**config.mk**
```make
export PLATFORM = sky130hd
export DESIGN_NAME = nest_intc
export DESIGN_NICKNAME = d
export VERILOG_FILES = /design/src/rtl/nintc_pkg.sv /design/src/rtl/nintc_edge_det.sv /design/src/rtl/nintc_prio.sv /design/src/rtl/nintc_regs.sv /design/src/rtl/nest_intc.sv
export SDC_FILE = /design/constraint.sdc
export NUM_CORES = 1
export LEC_CHECK = 0
export BUFFER_PORTS_ARGS = -buffer_cell sky130_fd_sc_hd__clkbuf_2
export CAP_MARGIN = 40
export CORE_UTILIZATION = 30
export CTS_CLUSTER_DIAMETER = 40
export DETAILED_ROUTE_END_ITERATION = 10
export PLACE_DENSITY = 0.58
export SLEW_MARGIN = 20
export SYNTH_ARGS = -nofsm -noshare
export SYNTH_HDL_FRONTEND = slang
export SYNTH_SLANG_ARGS = --single-unit
```
**constraint.sdc**
```tcl
create_clock -name clk_i -period 2.4 [get_ports clk_i]
set_input_delay 0.24 -clock clk_i [delete_from_list [all_inputs] [get_ports clk_i]]
set_output_delay 0.24 -clock clk_i [all_outputs]
set_load 0.02 [all_outputs]
```
**src/rtl/nintc_pkg.sv**
```systemverilog
package nintc_pkg;
  localparam int NSRC = 4;

  typedef enum logic [1:0] {
    SRC_EXT0 = 2'd0,
    SRC_EXT1 = 2'd1,
    SRC_TMR  = 2'd2,
    SRC_CNV  = 2'd3
  } src_e;

  // highest priority first
  localparam src_e PRIO_ORDER [NSRC] = '{SRC_EXT0, SRC_TMR, SRC_EXT1, SRC_CNV};

  // field positions
  localparam int GIE_BIT  = 0;
  localparam int EN0_LO   = 1;  // reg0 enables, sources 0..2
  localparam int FLAG0_LO = 4;  // reg0 flags, sources 0..2
  localparam int EN1_BIT  = 0;  // reg1 converter enable
  localparam int FLAG1_BIT = 4; // reg1 converter flag
  localparam int REG0_SRCS = 3;
endpackage

```
**src/rtl/nintc_edge_det.sv**
```systemverilog
module nintc_edge_det #(
  parameter int STAGES = 2
) (
  input  logic clk_i,
  input  logic rst_ni,
  input  logic pin_i,
  input  logic rise_sel_i,
  output logic evt_o
);
  logic             norm;
  logic [STAGES-1:0] sync_q;
  logic             last_q;

  // active level mapped to 1 so reset to 0 is always the idle level
  assign norm = pin_i ^ ~rise_sel_i;

  always_ff @(posedge clk_i or negedge rst_ni) begin
    if (!rst_ni) begin
      sync_q <= '0;
      last_q <= 1'b0;
    end else begin
      sync_q <= {sync_q[STAGES-2:0], norm};
      last_q <= sync_q[STAGES-1];
    end
  end

  assign evt_o = sync_q[STAGES-1] & ~last_q;

  AST_EDGE_SPACED: assert property (@(posedge clk_i) disable iff (!rst_ni)
    evt_o |=> !evt_o);
endmodule

```
**src/rtl/nintc_prio.sv**
```systemverilog
module nintc_prio
  import nintc_pkg::*;
(
  input  logic [NSRC-1:0] pend_i,
  output logic [NSRC-1:0] grant_o,
  output src_e            idx_o,
  output logic            any_o
);
  always_comb begin
    grant_o = '0;
    idx_o   = SRC_EXT0;
    any_o   = 1'b0;
    for (int k = 0; k < NSRC; k++) begin
      if (!any_o && pend_i[PRIO_ORDER[k]]) begin
        grant_o[PRIO_ORDER[k]] = 1'b1;
        idx_o = PRIO_ORDER[k];
        any_o = 1'b1;
      end
    end
  end
endmodule

```
**src/rtl/nintc_regs.sv**
```systemverilog
module nintc_regs
  import nintc_pkg::*;
(
  input  logic            clk_i,
  input  logic            rst_ni,
  input  logic            we_i,
  input  logic            sel_i,
  input  logic [7:0]      wdata_i,
  input  logic [NSRC-1:0] evt_i,
  input  logic [NSRC-1:0] clr_i,
  input  logic            gie_clr_i,
  output logic [NSRC-1:0] en_o,
  output logic [NSRC-1:0] flag_o,
  output logic            gie_o,
  output logic [7:0]      ctrl0_o,
  output logic [7:0]      ctrl1_o
);
  logic            wr0, wr1;
  logic [NSRC-1:0] wr_hit, wr_en_bit, wr_flag_bit;
  logic [NSRC-1:0] en_q, en_d, flag_q, flag_d;
  logic            gie_q, gie_d;

  assign wr0 = we_i & ~sel_i;
  assign wr1 = we_i & sel_i;

  generate
    for (genvar i = 0; i < NSRC; i++) begin : g_map
      if (i < REG0_SRCS) begin : g_r0
        assign wr_hit[i]      = wr0;
        assign wr_en_bit[i]   = wdata_i[EN0_LO+i];
        assign wr_flag_bit[i] = wdata_i[FLAG0_LO+i];
      end else begin : g_r1
        assign wr_hit[i]      = wr1;
        assign wr_en_bit[i]   = wdata_i[EN1_BIT];
        assign wr_flag_bit[i] = wdata_i[FLAG1_BIT];
      end
    end
  endgenerate

  // order: software write, then acknowledge clear, then hardware event
  always_comb begin
    gie_d = wr0 ? wdata_i[GIE_BIT] : gie_q;
    if (gie_clr_i) gie_d = 1'b0;
    for (int i = 0; i < NSRC; i++) begin
      en_d[i]   = wr_hit[i] ? wr_en_bit[i] : en_q[i];
      flag_d[i] = ((wr_hit[i] ? wr_flag_bit[i] : flag_q[i]) & ~clr_i[i]) | evt_i[i];
    end
  end

  always_ff @(posedge clk_i or negedge rst_ni) begin
    if (!rst_ni) begin
      gie_q  <= 1'b0;
      en_q   <= '0;
      flag_q <= '0;
    end else begin
      gie_q  <= gie_d;
      en_q   <= en_d;
      flag_q <= flag_d;
    end
  end

  assign en_o    = en_q;
  assign flag_o  = flag_q;
  assign gie_o   = gie_q;
  assign ctrl0_o = {1'b0, flag_q[REG0_SRCS-1:0], en_q[REG0_SRCS-1:0], gie_q};
  assign ctrl1_o = {3'b000, flag_q[NSRC-1], 3'b000, en_q[NSRC-1]};

  generate
    for (genvar i = 0; i < NSRC; i++) begin : g_chk
      AST_EVT_SETS: assert property (@(posedge clk_i) disable iff (!rst_ni)
        evt_i[i] |=> flag_q[i]);
      AST_FLAG_HOLD: assert property (@(posedge clk_i) disable iff (!rst_ni)
        (!wr_hit[i] && !clr_i[i] && !evt_i[i]) |=> $stable(flag_q[i]));
    end
  endgenerate
endmodule

```
**src/rtl/nest_intc.sv**
```systemverilog
module nest_intc
  import nintc_pkg::*;
#(
  parameter int SYNC_STAGES = 2,
  parameter int VEC_W       = 12,
  parameter int VEC_BASE    = 4,
  parameter int VEC_STEP    = 4
) (
  input  logic             clk_i,
  input  logic             rst_ni,
  input  logic [1:0]       ext_pin_i,
  input  logic [1:0]       ext_rise_i,
  input  logic             tmr_ovf_i,
  input  logic             cnv_evt_i,
  input  logic             stack_full_i,
  input  logic             reg_we_i,
  input  logic             reg_sel_i,
  input  logic [7:0]       reg_wdata_i,
  output logic [7:0]       ctrl0_o,
  output logic [7:0]       ctrl1_o,
  output logic             vec_req_o,
  output logic [VEC_W-1:0] vec_addr_o,
  input  logic             vec_ack_i,
  output logic             wake_o
);
  localparam int NEXT = 2;

  logic [NEXT-1:0] ext_evt;
  logic [NSRC-1:0] evt, en, flag, pend, grant, clr;
  logic            gie, any_pend, take;
  src_e            win_idx;

  generate
    for (genvar p = 0; p < NEXT; p++) begin : g_ext
      nintc_edge_det #(.STAGES(SYNC_STAGES)) u_edge (
        .clk_i      (clk_i),
        .rst_ni     (rst_ni),
        .pin_i      (ext_pin_i[p]),
        .rise_sel_i (ext_rise_i[p]),
        .evt_o      (ext_evt[p])
      );
    end
  endgenerate

  always_comb begin
    evt = '0;
    evt[SRC_EXT0] = ext_evt[0];
    evt[SRC_EXT1] = ext_evt[1];
    evt[SRC_TMR]  = tmr_ovf_i;
    evt[SRC_CNV]  = cnv_evt_i;
  end

  nintc_regs u_regs (
    .clk_i     (clk_i),
    .rst_ni    (rst_ni),
    .we_i      (reg_we_i),
    .sel_i     (reg_sel_i),
    .wdata_i   (reg_wdata_i),
    .evt_i     (evt),
    .clr_i     (clr),
    .gie_clr_i (take),
    .en_o      (en),
    .flag_o    (flag),
    .gie_o     (gie),
    .ctrl0_o   (ctrl0_o),
    .ctrl1_o   (ctrl1_o)
  );

  assign pend = flag & en;

  nintc_prio u_prio (
    .pend_i  (pend),
    .grant_o (grant),
    .idx_o   (win_idx),
    .any_o   (any_pend)
  );

  assign vec_req_o  = gie & ~stack_full_i & any_pend;
  assign take       = vec_ack_i & vec_req_o;
  assign clr        = take ? grant : '0;
  assign wake_o     = any_pend;
  assign vec_addr_o = VEC_W'(VEC_BASE) + VEC_W'(VEC_STEP) * VEC_W'(win_idx);

  AST_GRANT_ONEHOT: assert property (@(posedge clk_i) disable iff (!rst_ni)
    $onehot0(grant));
  AST_FULL_BLOCKS: assert property (@(posedge clk_i) disable iff (!rst_ni)
    stack_full_i |-> !vec_req_o);
  AST_REQ_WAKES: assert property (@(posedge clk_i) disable iff (!rst_ni)
    vec_req_o |-> wake_o);
  AST_ACK_DROPS_GIE: assert property (@(posedge clk_i) disable iff (!rst_ni)
    (vec_ack_i && vec_req_o) |=> !ctrl0_o[GIE_BIT]);
  AST_NO_ACK_IDLE: assert property (@(posedge clk_i) disable iff (!rst_ni)
    (vec_ack_i && !vec_req_o && !reg_we_i) |=> $stable(ctrl0_o[GIE_BIT]));
endmodule

```
; ---- Word level (Yosys, flattened, before mapping)
; Index checks and enable logic that the tools add are counted.
[word_totals]
regBits = 15
in_bits = 20
output_inout_bits = 30
wordCells = 61
[classes]
add_sub_neg = 1
muxes = 17
bitwise = 28
reduce_logical = 7
[ops]
columns = operator, count
row1 = $mux 1, 13
row2 = $and 1x1->1, 11
row3 = $not 1->1, 10
row4 = $mux 2, 3
row5 = $add 3x4->5 const A, 1
row6 = $and 4x4->4, 1
row7 = $mux 4, 1
row8 = $or 1x1->1, 4
row9 = $logic_and 1x1->1, 3
row10 = $logic_not 1->1, 3
row11 = $reduce_bool 2->1, 1
row12 = $xor 1x1->1, 2

; ---- Depth between registers and ports, before layout
; Gate-level depths: netlist (run 1).
[logic_depth]
ltp_word = 17
depth_mapped = 4
depth_no_buf = 4

; ---- Modules after synthesis
; A second synthesis (run 1) with hierarchy kept.
[unflattened]
hier_cells = 85
hier_area_um2 = 920.9
[modules_own_cells]
columns = module, instances, cells_per_inst, area_each_um2, seq_area_each_um2
row1 = nintc_regs, 1, 43, 518.0, 225.2
row2 = nintc_edge_det, 2, 5, 90.1, 75.1
row3 = nest_intc, 1, 22, 163.9, 0.0
row4 = nintc_prio, 1, 10, 58.8, 0.0

; ---- Worst setup path after synthesis (run 1)
; OpenSTA, ideal clock, no wires.
[synth_timing]
kind = register to output
from = register u_regs.en_q[1] (netlist: u_regs.en_o[1])
to = output vec_req_o
arrival_ns = 1.232
required_time_ns = 2.160
setup_slack_ns = 0.928
path_stages_with_launch = 4
n_path_buf = 0
path_cell_list = dfrtp_1 > nand2_1 > nand4_1 > and3b_1
[synth_between]
elab_chain_cells = 7
[synth_lines]
columns = item, line
row1 = start: declaration, nintc_regs.sv:20  ; logic [NSRC-1:0] en_q, en_d, flag_q, flag_d;
row2 = start signal: assignment, nintc_regs.sv:57  ; en_q <= en_d;
row3 = $and 4x4->4 (*), nest_intc.sv:69  ; assign pend = flag & en;
row4 = $logic_and 1x1->1 (*), nintc_prio.sv:14  ; if (!any_o && pend_i[PRIO_ORDER[k]]) begin
row5 = $mux 1 (*), nintc_prio.sv:14
row6 = $logic_not 1->1, nintc_prio.sv:14
row7 = $logic_and 1x1->1, nintc_prio.sv:14
row8 = $mux 1 (*), nintc_prio.sv:14
row9 = via wake_o, nest_intc.sv:24  ; output logic wake_o
row10 = $and 1x1->1 (*), nest_intc.sv:78  ; assign vec_req_o = gie & ~stack_full_i & any_pend;
row11 = end: declaration, nest_intc.sv:21  ; output logic vec_req_o,
; The timed path passes the listed nets; every way through them passes the cells marked *.

; ---- Worst setup path in the final report (run 1)
[layout_timing]
from = register u_regs.en_q[0] (netlist: u_regs.en_o[0])
to = output vec_addr_o[3]
[layout_between]
elab_chain_cells = 12
elab_cells_between_ends = 14
cone_classes = add/sub: 1 / mux: 6 / bitwise: 1 / reduce/logical: 6
[layout_lines]
columns = item, line
row1 = $and 4x4->4 (*), nest_intc.sv:69
row2 = $mux 1 (*), nintc_prio.sv:14
row3 = $logic_not 1->1, nintc_prio.sv:14
row4 = $logic_and 1x1->1, nintc_prio.sv:14
row5 = $mux 1, nintc_prio.sv:14
row6 = $logic_not 1->1, nintc_prio.sv:14
row7 = $logic_and 1x1->1, nintc_prio.sv:14
row8 = $mux 1, nintc_prio.sv:14
row9 = $logic_not 1->1, nintc_prio.sv:14
row10 = $logic_and 1x1->1, nintc_prio.sv:14
row11 = $mux 2 (*), nintc_prio.sv:14
row12 = $add 3x4->5 (*), nest_intc.sv:82  ; assign vec_addr_o = VEC_W'(VEC_BASE) + VEC_W'(VEC_STEP) * VEC_W'(win_idx);
row13 = end: declaration, nest_intc.sv:22  ; output logic [VEC_W-1:0] vec_addr_o,
; Every way passes the cells marked *; elsewhere a longest branch is shown, timed or not.

==> impl_results.md, run 1 <==
* Share of layout cells above drive strength 1 at 39.62%
* Initial antenna violation count at 0
* DRC Markers at 0
* CP Max Fanout at 4
* Total GRT Usage at a little over a tenth
* Die Y-Extent at around 54 um
* Vias per Instance at approximately 4.3
* Avg Cell Area, Syn at about 11 sq um
* Clock Latency Late Sink at approximately 0.28 ns
* Main synth FF type: dfrtp_1
* NumNets Final at roughly 130
* Status: finished, final reports clean
* Mapped cell area at between 800 and 900 sq um
* Setup bufs post-CTS at 0
* Hold Crit Class: in2reg
* First-pass GRT wire length at between 2000 and 2500 um
* Core region area at 2500 sq um
* Critical path class: reg2out
* Asr flop ratio synth at 100.0%
* EDFF count, synth at 0
* # IOs at 50
* Worst endpoint data arrival time at 1.59 ns
* Post-synthesis sequential area ratio at between 40% and 50%
* Drt wl/cell at ~10 um
* Port bufs at 32
* Starting density of the core at 32.23%
* Total power at 0.6676 mW
* Clk buf depth at 2
* Clock H-tree levels at 1
* DP Wirelength at around 1200 um
* Final setup vio count at 0
* Data required, critical path at approximately 2.2 ns
* RSZ-0062 raised after global routing: no
* Critical Path Source Type: flip-flop
* Pins Over Slew Limit at 0
* Ant. Diodes at 0
* Placer Congestion at about 0.79
* Synth warnings at 0
* Grt total ovfl at 0
* Gate Count Post-Synth at 72
* CTS root buf: clkbuf_4
* Area Growth Syn to Fin at 18.94%
* Fillers at 270
* Synth top area share at around 47%
* Full die area at ~2900 sq um
* Cell with the most instances after synthesis: buf_4
* FP Rows at 18
* Post-synth top area cell: dfrtp_1
* Power Density at ~700 nW/um^2
* DRT antenna net count at 0
* Pre-antenna DRT Iters at 3
* Yosys cell types at 25
* Largest net degree at the start of global routing at 16
* CTS tree: yes
* Critical Path End Type: primary output
* Fmax at roughly 550 MHz
* DIE WIDTH at 53.83 um
* Max Cap Viol at 0
* CTS buffer count at 3
* Drt first-iter violations at 7
* Top cells by area, synth: dfrtp_1 (47%), buf_4 (16%), mux2_2 (5.6%), mux2i_1 (5.0%), nand2_1 (2.3%)
* Final critical-path share of the clock period at between 70% and 80%
* Synthesis-stage register bit count at 15
* Clock Skew at roughly 0.01 ns
* Gates resized, CTS repair at 0
* Setup_tns at 0 ns
* Final min period at roughly 1.8 ns
* Vias in the first global route at ~530
* Clk pin slew, worst setup/hold paths at approximately 0.090 ns
* Routed wire length at about 1400 um
* Clock sinks at 15
* Leakage power at about 0.5 nW
* Via total after detailed routing at just under 600
* Fin. Hold Viols at 0
* Commonest cells in the netlist: buf_4 (17), dfrtp_1 (15), nand2_1 (5)
* Highest ir drop seen on vdd at just under 0.4 mV
## logic make-up (layout without fill, tap and decap cells)
group	Yosys count	in the layout	share of synthesized area, %
buffers and inverters	21	40	18.63
adder cells (fa/ha/maj)	1	1	1.553
AO/OA/AOI/OAI	8	8	6.678
multiplexers	9	9	12.42
AND/OR/NAND/NOR	15	15	11.49
XOR/XNOR	2	2	2.174
flip-flops	15	15	46.58
other	1	16	0.4654
## path summary, 6_finish.rpt
check / startpoint / slack (ns) / to / cells past startpoint
min in group asynchronous: rst_ni / 0.39 / g_ext[0].u_edge.last_q / 2
worst min register to register: g_ext[0].u_edge.sync_q[0] / 0.35 / g_ext[0].u_edge.sync_q[1] / 0
worst max register to register: u_regs.en_o[0] / 1.17 / u_regs.flag_o[3] / 3
worst min-delay path: tmr_ovf_i / 0.14 / u_regs.flag_o[2] / 2
max in group asynchronous: rst_ni / 1.73 / u_regs.en_o[1] / 2
worst max-delay path: u_regs.en_o[0] / 0.57 / vec_addr_o[3] / 4
## critical path, cell delays in order, from the launching register on
cell and delay [ns]:
dfrtp_1 0.42, a22o_1 0.28, a21oi_1 0.19, ha_1 0.26, clkbuf_2 0.16
## state kept, by name (all words and copies together), names as in the netlist
name / count
g_ext.u_edge.last_q: 2
g_ext.u_edge.sync_q: 4
u_regs.en_o: 4
u_regs.flag_o: 4
u_regs.gie_o: 1
## where the power goes
group,leakage (nW),internal (mW),switching (mW)
clock,0.0177,0.0617,0.0780
sequential,0.169,0.284,0.0249
combinational,0.323,0.0788,0.140
total,0.509,0.425,0.243
## layer usage
layer	track usage (%)	wire length, um
met5	0	0
met2	18.72	728
met3	3.390	90
met4	3.509	0
met1	12.50	568
## per-stage QoR
step / instance area [sq um] / setup WS [ns] / utilization [%] / hold slack (ns) / std cells
final: 958.4 / 0.5736 / 38.34 / 0.1363 / 136
after CTS: 958.4 / 0.5513 / 38.34 / 0.1240 / 136
after global routing: 958.4 / 0.4742 / 38.34 / 0.1282 / 136
after global placement: 920.9 / 0.9021 / 36.84 / 0.1711 / 131
after floorplan: 862.1 / 0.9275 / - / -0.05559 / 87
after detailed placement: 920.9 / 0.8836 / 36.84 / 0.1710 / 131
## placed cells by master (no fill, tap or decap), types with 2 or more instances in the layout
cell type / count
o22ai_1: 2
and3b_1: 2
clkbuf_4: 3
xnor2_1: 2
dfrtp_1: 15
clkbuf_2: 32
nand4_1: 2
mux2_2: 4
a21oi_1: 2
inv_1: 3
mux2i_1: 4
nand2_1: 5
conb_1: 16
## layout make-up
cell class	instances	area [sq um]	area share, %
Tap cell	30	37.54	3.916
Clock inverter	1	5.005	0.5222
Sequential cell	15	375.4	39.16
Inverter	3	11.26	1.175
Clock buffer	3	22.52	2.350
Timing Repair Buffer	33	170.2	17.75
Multi-Input combinational cell	51	336.6	35.12
## repair_timing
action,in CTS,in global routing
hold buffers,1,0
setup endpoints to repair,0,0
endpoints found under the hold margin,15,0
Note: power is estimated with default switching activity, not from simulation.
==> run 2: changes to the inputs <==
--- a/config.mk
+++ b/config.mk
@@ -5,6 +5,7 @@
 export SDC_FILE = /design/constraint.sdc
 export NUM_CORES = 1
 export LEC_CHECK = 0
+export ABC_AREA = 1
 export BUFFER_PORTS_ARGS = -buffer_cell sky130_fd_sc_hd__clkbuf_2
 export CAP_MARGIN = 40
 export CORE_UTILIZATION = 30
==> constraint.sdc (replaced) <==
create_clock -name clk_i -period 1.65 [get_ports clk_i]
set_input_delay 0.165 -clock clk_i [delete_from_list [all_inputs] [get_ports clk_i]]
set_output_delay 0.165 -clock clk_i [all_outputs]
set_load 0.02 [all_outputs]
==> run 2 against run 1 <==
Flip-flop and latch count did not move; power is 68% higher; setup slack lost 0.61 ns; clock power increased by 44%; the run now ends with negative setup slack left; critical path depth up 3; final cell count increased by 30%; sequential share of layout area down 7.1 points.
==> impl_results.md, run 2 <==
* Failing checks: negative setup slack
* Leakage power at 0.6807 nW (was 0.5090 nW)
* CP delay by family, top: flip-flops (was compound AO/OA/AOI/OAI gates)
* Fmax at between 500 and 600 MHz
* Post-synthesis sequential area ratio at 42.43% (was 46.58%)
* Data required, critical path at 1.48 ns (was 2.16 ns)
* Critical Path Source Type: flip-flop (unchanged)
* Grt total ovfl at 0 (unchanged)
* Placed cell area at 1023 sq um (was 920.9 sq um)
* Total power at 1.123 mW (was 0.6676 mW)
* Post-layout instance area at 1171 sq um (was 958.4 sq um)
* Clock sinks at 15 (unchanged)
* Highest ir drop seen on vdd at 0.4328 mV (was 0.3878 mV)
* Main synth FF type: dfrtp_1 (unchanged)
* First-pass GRT wire length at 2787 um (was 2194 um)
* Final Util at 42.11% (was 38.34%)
* Total GRT Usage at 11.27% (was 10.81%)
* Commonest cells in the netlist: nand2_1 (23), buf_4 (17), dfrtp_1 (15) (was buf_4 (17), dfrtp_1 (15), nand2_1 (5))
* Setup_tns at -0.03759 ns (was 0 ns)
* Synth warnings at 0 (unchanged)
* Core region area at 2781 sq um (was 2500 sq um)
* CTS tree: yes (unchanged)
* Clk pin slew, worst setup/hold paths at 0.08 ns (was 0.09 ns)
* Hold Crit Class: in2reg (unchanged)
* Slowest stage cell, crit path: dfrtp_1 (unchanged)
* Via total after detailed routing at 747 (was 587)
* Drt wl/cell at 9.153 um (was 10.19 um)
* Post-synth top area cell: dfrtp_1 (unchanged)
* Slowest cell delay on critical path at 0.39 ns (was 0.42 ns)
* DP Wirelength at 1301 um (was 1151 um)
* Placed insts at 160 (was 131)
* Most common cell after layout, fill and taps aside: clkbuf_2 (unchanged)
* Crit. Startpoint: u_regs.en_o[1] (was u_regs.en_o[0])
* CP Max Fanout at 3 (was 4)
* Clock Latency Late Sink at 0.28 ns (about the same)
* Status: finished with violations (was finished, final reports clean)
* EDFF count, synth at 0 (unchanged)
* Port bufs at 32 (unchanged)
* Place WS at 0.1647 ns (was 0.8836 ns)
* Hold_sp: ext_rise_i[0] (was tmr_ovf_i)
* Sw frac at 36.31% (was 36.40%)
* Bufs and invs on worst path at 3 (was 1)
* # IOs at 50 (unchanged)
* CTS buffer count at 3 (unchanged)
* CTS root buf: clkbuf_4 (unchanged)
* Gate power share at 43.0% (was 32.8%)
* Final WS setup at -0.03759 ns (was 0.5736 ns)
* R2R Setup Slk at 0.52 ns (was 1.17 ns)
* Max Cap Viol at 0 (unchanged)
* FP Rows at 19 (was 18)
* Starting density of the core at 31.80% (was 32.23%)
* DIE WIDTH at 56.30 um (was 53.83 um)
* Ant. Diodes at 0 (unchanged)
* Full die area at 3170 sq um (was 2897 sq um)
* Critical path class: reg2out (unchanged)
* Vias in the first global route at 678 (was 531)
* Cell with the most instances after synthesis: nand2_1 (was buf_4)
* Placer Congestion at 0.6970 (was 0.7943)
* Synthesis-stage register bit count at 15 (unchanged)
* Asr flop ratio synth at 100.0% (unchanged)
* Crit-path cells: nand2_2 > inv_2 > nor2_4 > a21oi_2 > inv_1 > ha_1 > clkbuf_8 (was a22o_1 > a21oi_1 > ha_1 > clkbuf_2)
* Yosys cell types at 20 (was 25)
* DRC Markers at 0 (unchanged)
* Pre-antenna DRT Iters at 4 (was 3)
* Commonest cells after routing, fill and taps aside: clkbuf_2 (30), nand2_1 (23), conb_1 (16) (was clkbuf_2 (32), conb_1 (16), dfrtp_1 (15))
* Internal Power at 0.7154 mW (was 0.4246 mW)
* Worst endpoint data arrival time at 1.52 ns (was 1.59 ns)
* Gate Count Post-Synth at 98 (was 72)
* Avg Cell Area, Syn at 9.027 sq um (was 11.19 sq um)
* Finished Layout Cells at 177 (was 136)
* Pins Over Slew Limit at 0 (unchanged)
* Clk buf depth at 2 (unchanged)
* Clock share of power at 18.0% (was 20.9%)
* RR Startpoint: u_regs.en_o[1] (was u_regs.en_o[0])
* Seq pwr share at 39.0% (was 46.3%)
* Mapped cell area at 884.6 sq um (was 805.8 sq um)
* Critical Path End Type: primary output (unchanged)
* Drt first-iter violations at 9 (was 7)
* Initial antenna violation count at 0 (unchanged)
* Die Y-Extent at 56.30 um (was 53.83 um)
* Worst hold slack at 0.05288 ns (was 0.1363 ns)
* Synth top area share at 42.43% (was 46.58%)
* Top cells by area, synth: dfrtp_1 (42%), buf_4 (14%), nand2_1 (9.8%), inv_1 (5.1%), mux2_4 (5.1%) (was dfrtp_1 (47%), buf_4 (16%), mux2_2 (5.6%), mux2i_1 (5.0%), nand2_1 (2.3%))
* Clock Skew at 0.001905 ns (was 0.009833 ns)
* Share of layout cells above drive strength 1 at 43.84% (was 39.62%)
* Power Density at 959.1 nW/um^2 (was 696.6 nW/um^2)
* Final setup vio count at 1 (was 0)
* Largest net degree at the start of global routing at 16 (unchanged)
* RSZ-0062 raised after global routing: yes (was no)
* DRT antenna net count at 0 (unchanged)
* Area Growth Syn to Fin at 32.39% (was 18.94%)
* Final critical-path share of the clock period at 102.3%
* Final min period at 1.688 ns
* Clock H-tree levels at 1 (unchanged)
* NetSw at 0.4079 mW (was 0.2430 mW)
* Routed wire length at 1620 um (was 1386 um)
* NumNets Final at 168 (was 128)
* Fin. Hold Viols at 0 (unchanged)
* Vias per Instance at 4.220 (was 4.316)
[run 2: repair_timing]
item	4_1_cts	5_1_grt
pin swaps	5	5
setup buffers	7	5
gates resized for setup	3	5
hold endpoints to repair	15	0
setup endpoints to repair	2	2
hold buffers	1	0
[run 2: layer usage]
| layer | vias up | global-route usage (%) | share of wire, % |
|---|---|---|---|
| met4 | 0 | 5.226 | 1.4 |
| met5 | - | 0 | 0 |
| li1 | 369 | - | - |
| met3 | 4 | 1.382 | 4.0 |
| met1 | 344 | 15.18 | 42 |
| met2 | 30 | 18.03 | 52 |
[run 2: logic make-up after synthesis]
family | Yosys count | synth area share, %
and+or+nand+nor | 39 | 23.20
buffers and inverters | 30 | 19.94
DFF | 15 | 42.43
AOI/OAI and AO/OA | 7 | 5.515
muxes | 3 | 5.092
xor gates and xnor gates | 2 | 1.981
adders and majority gates | 1 | 1.414
other | 1 | 0.4239
[run 2: worst register-to-register path, delay by kind of cell, from the launching register on]
kind	cells	cell delay, ns
buffers and inverters	2	0.19
flip-flops	1	0.41
AND/OR/NAND/NOR	5	0.42
[run 2: final cells by class]
type,count,area [sq um]
clock buffer,4,26.28
fill,293,1610
inverter,13,48.80
multi-input combinational,68,399.1
sequential,15,375.4
tap,31,38.79
timing repair buffer,46,282.8
[run 2: final timing paths]
kind / endpoint / cells after the start
worst min-delay path: g_ext[0].u_edge.sync_q[0] / 2
worst max-delay path: vec_addr_o[3] / 7
worst min register to register: g_ext[1].u_edge.sync_q[1] / 0
worst max register to register: u_regs.flag_o[3] / 7
min in group asynchronous: u_regs.flag_o[0] / 2
max in group asynchronous: u_regs.en_o[2] / 2
[run 2: power by group through the flow]
stage,logic [mW],registers (mW),clock network (mW)
detailed placement,0.382,0.452,0
global placement,0.373,0.450,0
global route,0.532,0.442,0.228
floorplan,0.272,0.479,0
finish,0.483,0.438,0.202
CTS,0.449,0.440,0.215
